--- src/rtl/dpalu_pkg.sv ---
package dpalu_pkg;
  localparam int STATUS_CARRY_BIT = 29;
  localparam int STATUS_FLAG_BASE = 28;
  localparam int NFLAGS           = 4;

  typedef enum logic [3:0] {
    OP_AND  = 4'h0, OP_XOR  = 4'h1, OP_SUB  = 4'h2, OP_RSB  = 4'h3,
    OP_ADD  = 4'h4, OP_ADC  = 4'h5, OP_SBC  = 4'h6, OP_RSC  = 4'h7,
    OP_TAND = 4'h8, OP_TXOR = 4'h9, OP_CMP  = 4'hA, OP_CMN  = 4'hB,
    OP_OR   = 4'hC, OP_MOV  = 4'hD, OP_BIC  = 4'hE, OP_MVN  = 4'hF
  } alu_op_e;

  typedef enum logic [1:0] {CIN_ZERO = 2'd0, CIN_ONE = 2'd1, CIN_FLAG = 2'd2} cin_sel_e;

  typedef struct packed {
    logic     is_arith;
    logic     swap;
    logic     inv_y;
    cin_sel_e cin_sel;
    logic     wr;
  } alu_ctrl_t;

  typedef struct packed {
    logic n;
    logic z;
    logic c;
    logic v;
  } flags_t;
endpackage

--- src/rtl/dpalu_decode.sv ---
module dpalu_decode
  import dpalu_pkg::*;
(
  input  alu_op_e   op,
  output alu_ctrl_t ctrl
);
  always_comb begin
    ctrl          = '0;
    ctrl.cin_sel  = CIN_ZERO;
    ctrl.wr       = (op[3:2] != 2'b10);
    case (op)
      OP_ADD, OP_CMN: begin ctrl.is_arith = 1'b1; end
      OP_ADC:         begin ctrl.is_arith = 1'b1; ctrl.cin_sel = CIN_FLAG; end
      OP_SUB, OP_CMP: begin ctrl.is_arith = 1'b1; ctrl.inv_y = 1'b1; ctrl.cin_sel = CIN_ONE; end
      OP_SBC:         begin ctrl.is_arith = 1'b1; ctrl.inv_y = 1'b1; ctrl.cin_sel = CIN_FLAG; end
      OP_RSB:         begin ctrl.is_arith = 1'b1; ctrl.swap = 1'b1; ctrl.inv_y = 1'b1; ctrl.cin_sel = CIN_ONE; end
      OP_RSC:         begin ctrl.is_arith = 1'b1; ctrl.swap = 1'b1; ctrl.inv_y = 1'b1; ctrl.cin_sel = CIN_FLAG; end
      default:        begin ctrl.is_arith = 1'b0; end
    endcase
  end
endmodule

--- src/rtl/dpalu_addsub.sv ---
module dpalu_addsub #(
  parameter int W = 32
) (
  input  logic [W-1:0] x,
  input  logic [W-1:0] y,
  input  logic         cin,
  output logic [W-1:0] sum,
  output logic         cout,
  output logic         ovf
);
  logic [W:0] full;
  always_comb begin
    full = {1'b0, x} + {1'b0, y} + {{W{1'b0}}, cin};
    sum  = full[W-1:0];
    cout = full[W];
    ovf  = (x[W-1] == y[W-1]) && (sum[W-1] != x[W-1]);
  end
endmodule

--- src/rtl/dpalu_logic.sv ---
module dpalu_logic
  import dpalu_pkg::*;
#(
  parameter int W = 32
) (
  input  alu_op_e      op,
  input  logic [W-1:0] a,
  input  logic [W-1:0] b,
  output logic [W-1:0] res
);
  always_comb begin
    case (op)
      OP_AND, OP_TAND: res = a & b;
      OP_XOR, OP_TXOR: res = a ^ b;
      OP_OR:           res = a | b;
      OP_MOV:          res = b;
      OP_BIC:          res = a & ~b;
      OP_MVN:          res = ~b;
      default:         res = '0;
    endcase
  end
endmodule

--- src/rtl/dpalu_flagreg.sv ---
module dpalu_flagreg
  import dpalu_pkg::*;
(
  input  logic   clk,
  input  logic   rst_n,
  input  logic   load,
  input  flags_t d,
  output flags_t q
);
  flags_t q_nxt;

  always_comb begin
    q_nxt = q;
    if (load) q_nxt = d;
  end

  always_ff @(posedge clk or negedge rst_n) begin
    if (!rst_n) q <= '0;
    else        q <= q_nxt;
  end

  p_hold_r9: assert property (@(posedge clk) disable iff (!rst_n)
    !load |=> $stable(q));
  p_load_r9: assert property (@(posedge clk) disable iff (!rst_n)
    load |=> (q == $past(d)));
endmodule

--- src/rtl/dpalu_core.sv ---
module dpalu_core
  import dpalu_pkg::*;
#(
  parameter int DATA_W = 32
) (
  input  logic              clk,
  input  logic              rst_n,
  input  logic [3:0]        op_code,
  input  logic [DATA_W-1:0] opnd_a,
  input  logic [DATA_W-1:0] opnd_b,
  input  logic              shift_cout,
  input  logic              flag_we,
  output logic [DATA_W-1:0] result,
  output logic              wr_en,
  output logic [NFLAGS-1:0] nxt_flags,
  output logic [NFLAGS-1:0] status_q
);
  localparam int CPOS = STATUS_CARRY_BIT - STATUS_FLAG_BASE;

  alu_op_e           op;
  alu_ctrl_t         ctrl;
  flags_t            held, calc, nxt;
  logic [DATA_W-1:0] x, y_raw, y, arith_res, logic_res, res;
  logic              cin, a_cout, a_ovf;

  assign op = alu_op_e'(op_code);

  dpalu_decode u_dec (.op(op), .ctrl(ctrl));

  always_comb begin
    x     = ctrl.swap ? opnd_b : opnd_a;
    y_raw = ctrl.swap ? opnd_a : opnd_b;
    y     = ctrl.inv_y ? ~y_raw : y_raw;
    case (ctrl.cin_sel)
      CIN_ONE:  cin = 1'b1;
      CIN_FLAG: cin = held.c;
      default:  cin = 1'b0;
    endcase
  end

  dpalu_addsub #(.W(DATA_W)) u_add (
    .x(x), .y(y), .cin(cin), .sum(arith_res), .cout(a_cout), .ovf(a_ovf));

  dpalu_logic #(.W(DATA_W)) u_log (
    .op(op), .a(opnd_a), .b(opnd_b), .res(logic_res));

  always_comb begin
    res    = ctrl.is_arith ? arith_res : logic_res;
    calc.n = res[DATA_W-1];
    calc.z = (res == '0);
    calc.c = ctrl.is_arith ? a_cout : shift_cout;
    calc.v = ctrl.is_arith ? a_ovf  : held.v;
    nxt    = flag_we ? calc : held;
  end

  dpalu_flagreg u_flags (.clk(clk), .rst_n(rst_n), .load(flag_we), .d(nxt), .q(held));

  assign result    = res;
  assign wr_en     = ctrl.wr;
  assign nxt_flags = nxt;
  assign status_q  = held;

  p_nowrite_r3: assert property (@(posedge clk) disable iff (!rst_n)
    (op_code[3:2] == 2'b10) |-> !wr_en);
  p_zero_r7: assert property (@(posedge clk) disable iff (!rst_n)
    flag_we |-> (nxt_flags[2] == (result == '0)) && (nxt_flags[3] == result[DATA_W-1]));
  p_logic_v_r8: assert property (@(posedge clk) disable iff (!rst_n)
    (flag_we && !ctrl.is_arith) |-> (nxt_flags[0] == status_q[0]) && (nxt_flags[CPOS] == shift_cout));
  p_noflag_r9: assert property (@(posedge clk) disable iff (!rst_n)
    !flag_we |-> (nxt_flags == status_q));
endmodule

--- config.mk ---
export PLATFORM = sky130hd
export DESIGN_NAME = dpalu_core
export DESIGN_NICKNAME = d
export VERILOG_FILES = /design/src/rtl/dpalu_pkg.sv /design/src/rtl/dpalu_decode.sv /design/src/rtl/dpalu_addsub.sv /design/src/rtl/dpalu_logic.sv /design/src/rtl/dpalu_flagreg.sv /design/src/rtl/dpalu_core.sv
export SDC_FILE = /design/constraint.sdc
export NUM_CORES = 1
export LEC_CHECK = 0
export BUFFER_PORTS_ARGS = -buffer_cell sky130_fd_sc_hd__buf_2
export CAP_MARGIN = 20
export CORE_MARGIN = 5
export CORE_UTILIZATION = 58
export CTS_CLUSTER_SIZE = 25
export DETAILED_ROUTE_END_ITERATION = 12
export GPL_ROUTABILITY_DRIVEN = 0
export PLACE_DENSITY = 0.92
export SYNTH_ARGS = -nofsm -noshare
export SYNTH_HDL_FRONTEND = slang
export SYNTH_SLANG_ARGS = --single-unit
--- constraint.sdc ---
create_clock -name clk -period 6.2 [get_ports clk]
set_input_delay 0.62 -clock clk [delete_from_list [all_inputs] [get_ports clk]]
set_output_delay 0.62 -clock clk [all_outputs]
set_load 0.01 [all_outputs]
==> reports/metrics.yaml, run 1 <==
gr-total-overflow: 0
drv_slew: 0
initial_core_util_pct: 60.0
routed_wl_mm: 19.2
postCtsSetupRepairBufs: 0
insertion_delay_ns: 0.21
synth_top_cell_by_area: "ha_1"
nets: 1101
cts_buffer_depth: 2
clk_pin_slew_ns: 0.03
drive_gt1_share_pct: 16.6
io_buffers: 112
top_regs: "u_flags.q (4)"
dp_hpwl_mm: 14.9
final_hold_viol_count: 0
holdBufCountCts: 0
dieWidth_microns: 108
dr_wl_met3_mm: 2.34
cts_sinks: 4
worstPathMaxFanout: 26
highest_layer: "met4"
yosys_register_bits: 4
synthToLayoutAreaGrowth_pct: 12.6
arrival_ns: 5.00
finalPower_mw: 1.01
max_freq_mhz: 178
async_flop_share_pct: 100
hold_class: "in2async"
synth_cell_types: 80
synth_edf_count: 0
die-area_sq_um: 11700
synthesis.area_sq_um: 5570
yosysMostFrequentCell: "nand2_1"
placementRows: 35
setup-tns-final_ns: 0
crit_start: "op_code[0]"
fin_hold_ws_ns: 0.200
vdd_drop_max_mv: 0.0936
status: "finished clean"
drtIter0Drc: 826
syn_avg_cell_area_sq_um: 6.34
power.leakage_nw: 3.06
grt_first_pass_wirelength_mm: 30.3
num_io_pins: 113
cpMaxStageDelayCell: "fa_1"
grt_max_degree: 57
cts_tree: "yes"
synth_top_cell_area_share_pct: 14.6
die_h_microns: 108
min_period_ns: 5.62
regMostFlops: "u_flags.q"
drv_cap: 0
drc: 0
vias: 7076
critPathKind: "in2out"
ant_nets: 0
num_antenna_cells: 0
relSlewSlack_pct: 21.9
crit_path_end_kind: "output port"
cts_resized: 0
grt_usage_pct: 31.3
p_per_area_nw_per_um2: 161
syn-num-nets: 1017
startpoint_type: "input pin"
drt-pass1-iter-count: 6
wl_per_cell_microns: 17.6
ys_warn_count: 0
required_ns: 5.58
antenna_found_initial: 0
synth_commonest_cells: "nand2_1 (104), a21oi_1 (94), o21ai_0 (87)"
worstPathCellList: "buf_2 -> buf_4 -> nor2_1 -> o21ai_4 -> buf_4 -> xor2_1 -> fa_1 -> a21o_1 -> a221oi_4 -> a2bb2oi_4 -> nor4_1 -> or4_1 -> o211a_1 -> nor4_2 -> and4bb_1 -> nand4b_1 -> o21ai_0 -> buf_2"
cts_made_buffers: 3
yosysSeqAreaShare_pct: 1.80
setup_violations: 0
synth_ff_type: "dfrtp_1"
synthCells: 878
r2r-start: "u_flags.q[1]$_DFFE_PN0P_"
wl_met2_mm: 8.46
cts_root_buf: "clkbuf_8"
tightestPinTransition_ns: 1.17
grt_pass1_vias: 6452
vias_per_cell: 6.50
worst_clock_skew_ns: 0.00159
htreeDepth: 1
core_area_sq_um: 9280
rsz0062_at_grt: "no"
largest_reg_flops: 4
wl_met1_mm: 7.55
slowest_delay_ns: 0.42
ys_top_cells_by_area: "ha_1 (15%), a21oi_1 (8.5%), o21ai_0 (7.8%)"
timing.final.crit_share_pct: 90.6
==> critical path, delay by kind of cell <==
kind                     cells  cell delay [ns]
XOR/XNOR                     1             0.18
buffers and inverters        4             1.04
AND/OR/NAND/NOR              6             1.31
AO/OA/AOI/OAI                6             1.40
adder cells (fa/ha/maj)      1             0.42
==> cell usage in the layout (no fill, tap or decap), drive strengths merged, types with 6 or more instances in the layout <==
cell,instances
a211o,6
a21o,21
a21oi,96
a221oi,6
a31oi,8
buf,132
ha,65
inv,79
nand2,104
nand2b,6
nand3,20
nand4,9
nor2,73
nor2b,7
nor3,16
o211ai,7
o21a,7
o21ai,90
o22ai,15
o31ai,6
o32a,6
or3,6
xnor2,23
xor2,41
==> layer usage <==
metal	track usage [%]	up-vias
met5	0	-
met4	13.3	0
met3	5.01	102
met2	51.3	476
met1	40.6	3145
li1	-	3353
==> kinds of logic after synthesis <==
family	share of synthesized area (%)
buffers and inverters	9.62
flip-flops	1.80
adder cells (fa/ha/maj)	15.3
XOR/XNOR	10.1
AND/OR/NAND/NOR	22.9
multiplexers	1.53
AO/OA/AOI/OAI	38.7
==> path summary, 6_finish.rpt <==
kind / endpoint / cells after the start / slack, ns
max in group asynchronous: u_flags.q[3]$_DFFE_PN0P_ / 1 / 5.88
worst max-delay path: nxt_flags[2] / 18 / 0.58
worst max register to register: u_flags.q[2]$_DFFE_PN0P_ / 15 / 2.27
worst min register to register: u_flags.q[3]$_DFFE_PN0P_ / 2 / 0.52
min in group clk: u_flags.q[3]$_DFFE_PN0P_ / 2 / 0.52
worst min-delay path: u_flags.q[1]$_DFFE_PN0P_ / 1 / 0.20
==> through the flow <==
step,std cells,utilization (%),instance area [sq um],setup slack (ns)
after detailed placement,1086,67.1,6230,0.692
after global placement,1086,67.1,6230,0.788
final,1089,67.5,6270,0.584
after floorplan,878,-,5570,0.341
after CTS,1089,67.5,6270,0.681
after global routing,1089,67.5,6270,0.387
==> report_power, final <==
part / switching, mW / total, mW / internal, mW
sequential: 0.00438 / 0.0355 / 0.0311
clock: 0.0126 / 0.0539 / 0.0413
combinational: 0.556 / 0.917 / 0.362
==> layout make-up <==
| class | instances | area, sq um |
|---|---|---|
| timing repair buffer | 132 | 711 |
| tap | 129 | 161 |
| clock buffer | 3 | 41.3 |
| fill | 827 | 3010 |
| multi-input combinational | 742 | 4960 |
| inverter | 79 | 297 |
| sequential | 4 | 100 |
Note: power is estimated with default switching activity, not from simulation.
==> run 2: changes to the inputs <==
- CORE_MARGIN: 5 -> not set
==> reports/metrics.yaml, run 2 (synthesis results as in run 1) <==
status: "finished clean"
num_io_pins: 113  # unchanged
worstPathCellList: "buf_2 -> nand3_4 -> nor2_1 -> a21oi_1 -> xnor2_1 -> fa_1 -> inv_1 -> fa_1 -> a21o_1 -> a221oi_4 -> a2bb2oi_4 -> nor4_1 -> or4_1 -> o211a_1 -> nor4_2 -> and4bb_1 -> nand4b_1 -> o21ai_0 -> buf_2"
routed_wl_mm: 18.9  # -1.4%
worstPathMaxFanout: 29  # +12%
layout_setup_ws_ns: 0.613  # +0.0291 ns
vias: 7059  # -0.24%
dp_hpwl_mm: 14.5  # -2.5%
hold_class: "in2async"
final_hold_viol_count: 0  # unchanged
dieWidth_microns: 100  # -7.4%
core_area_sq_um: 9280  # unchanged
cpMaxStageDelayCell: "fa_1"
finalPower_mw: 1.01  # -0.18%
multi_input_area_sq_um: 4960  # unchanged
rrSetupSlack_ns: 2.33  # +0.06 ns
clk_pin_slew_ns: 0.03  # about the same
relSlewSlack_pct: 28.4  # +6.5 points
die_h_microns: 100  # -7.4%
drc: 0  # unchanged
top_regs: "u_flags.q (4)"
initial_core_util_pct: 60.0  # unchanged
rsz0062_at_grt: "no"
cts_tree: "yes"
vias_per_cell: 6.49  # about the same
fin_hold_ws_ns: 0.203  # +0.00300 ns
synthToLayoutAreaGrowth_pct: 12.6  # about the same
postCtsSetupRepairBufs: 0  # unchanged
placementRows: 35  # unchanged
insertion_delay_ns: 0.21  # about the same
grt_usage_pct: 37.5  # +6.2 points
pre_cts_ws_ns: 0.691  # -0.00164 ns
critPathKind: "in2out"
cts_sinks: 4  # unchanged
power_frac_clock_pct: 5.3  # about the same
timing.final.crit_share_pct: 90.1  # -0.47 points
tightestPinTransition_ns: 1.07  # -0.0959 ns
cts_buffer_depth: 2  # unchanged
ant_nets: 0  # unchanged
dp.cells: 1084  # -0.18%
arrival_ns: 4.97  # -0.03 ns
num_antenna_cells: 0  # unchanged
p_sw_uw: 571  # -0.27%
required_ns: 5.58  # about the same
cts_made_buffers: 3  # unchanged
cts_resized: 0  # unchanged
drive_gt1_share_pct: 16.4  # -0.17 points
drv_cap: 0  # unchanged
grt_max_degree: 69  # +21%
wl_per_cell_microns: 17.4  # -1.3%
fill_cells: 859  # +3.9%
layout_commonest_cell: "buf_2"
slowest_delay_ns: 0.46  # +0.04 ns
holdBufCountCts: 0  # unchanged
worst_clock_skew_ns: 0.000679  # -0.000910 ns
drt-pass1-iter-count: 7  # +1
setup-tns-final_ns: 0  # unchanged
cts_root_buf: "clkbuf_8"
max_freq_mhz: 179  # +0.52%
regMostFlops: "u_flags.q"
switching_share_pct: 56.8  # about the same
drtIter0Drc: 702  # -15%
setup_violations: 0  # unchanged
pwr-share-comb_pct: 91.2  # about the same
antenna_found_initial: 0  # unchanged
largest_reg_flops: 4  # unchanged
htreeDepth: 1  # unchanged
ff_latch_area_sq_um: 100  # unchanged
min_period_ns: 5.59  # -0.0291 ns
nets: 1099  # -0.18%
vdd_drop_max_mv: 0.0844  # -9.8%
p_per_area_nw_per_um2: 160  # -0.14%
die-area_sq_um: 9990  # -14%
final_cell_mix: "buf_2 (112), nand2_1 (104), a21oi_1 (94), o21ai_0 (86), inv_1 (79)"
startpoint_type: "input pin"
grt_pass1_vias: 6570  # +1.8%
io_buffers: 112  # unchanged
layoutNonFillerInstCount: 1087  # -0.18%
gr-total-overflow: 0  # unchanged
pwr-share-seq_pct: 3.6  # about the same
crit_path_end_kind: "output port"
drv_slew: 0  # unchanged
power.leakage_nw: 3.06  # about the same
internal_power_uw: 434  # about the same
grt_first_pass_wirelength_mm: 30.7  # +1.3%
## run 2: changes by cell type in the layout (fill, tap and decap cells not counted), sizes merged
cell  before  now
buf      132  130
## run 2: final timing paths
kind,depth (start not counted),end,from
max in group asynchronous,1,u_flags.q[2]$_DFFE_PN0P_,rst_n
hold reg to reg,2,u_flags.q[3]$_DFFE_PN0P_,u_flags.q[3]$_DFFE_PN0P_
setup / recovery,19,nxt_flags[2],op_code[0]
min in group clk,2,u_flags.q[3]$_DFFE_PN0P_,u_flags.q[3]$_DFFE_PN0P_
hold / removal,1,u_flags.q[0]$_DFFE_PN0P_,rst_n
setup reg to reg,15,u_flags.q[2]$_DFFE_PN0P_,u_flags.q[1]$_DFFE_PN0P_
## run 2: area by class of cell
class                   instances  area share, %
well taps                     129           2.58
multi-input cells             742           79.1
clock buffers                   3          0.659
flip-flops and latches          4           1.60
repair buffers                130           11.3
inverters                      79           4.73
## run 2: worst max-delay path, delay by kind of cell
kind,cells,cell delay (ns)
AO/OA/AOI/OAI,6,1.27
AND/OR/NAND/NOR,7,1.67
XOR/XNOR,1,0.18
buffers and inverters,3,0.52
adder cells (fa/ha/maj),2,0.68
## run 2: power groups by stage
stage | Sequential (mW) | Clock [mW] | Combinational, mW
final | 0.0357 | 0.0531 | 0.916
after floorplan | 0.0369 | 0 | 0.627
after detailed placement | 0.0360 | 0 | 0.885
after global placement | 0.0359 | 0 | 0.871
after global routing | 0.0366 | 0.0547 | 0.994
after CTS | 0.0358 | 0.0538 | 0.891
## run 2: metrics by stage
stage	cell area (sq um)	util, %
5_1_grt	6270	67.5
3_3_place_gp	6230	67.1
2_1_floorplan	5570	-
6_report	6270	67.5
4_1_cts	6270	67.5
3_5_place_dp	6230	67.1
## run 2: per-layer routing
layer	GRT usage, %	up-vias	part of all wire [%]
met5	0	-	0
met4	18.0	0	4.7
met3	5.64	87	13
met2	61.6	491	44
met1	48.1	3138	39
li1	-	3343	-
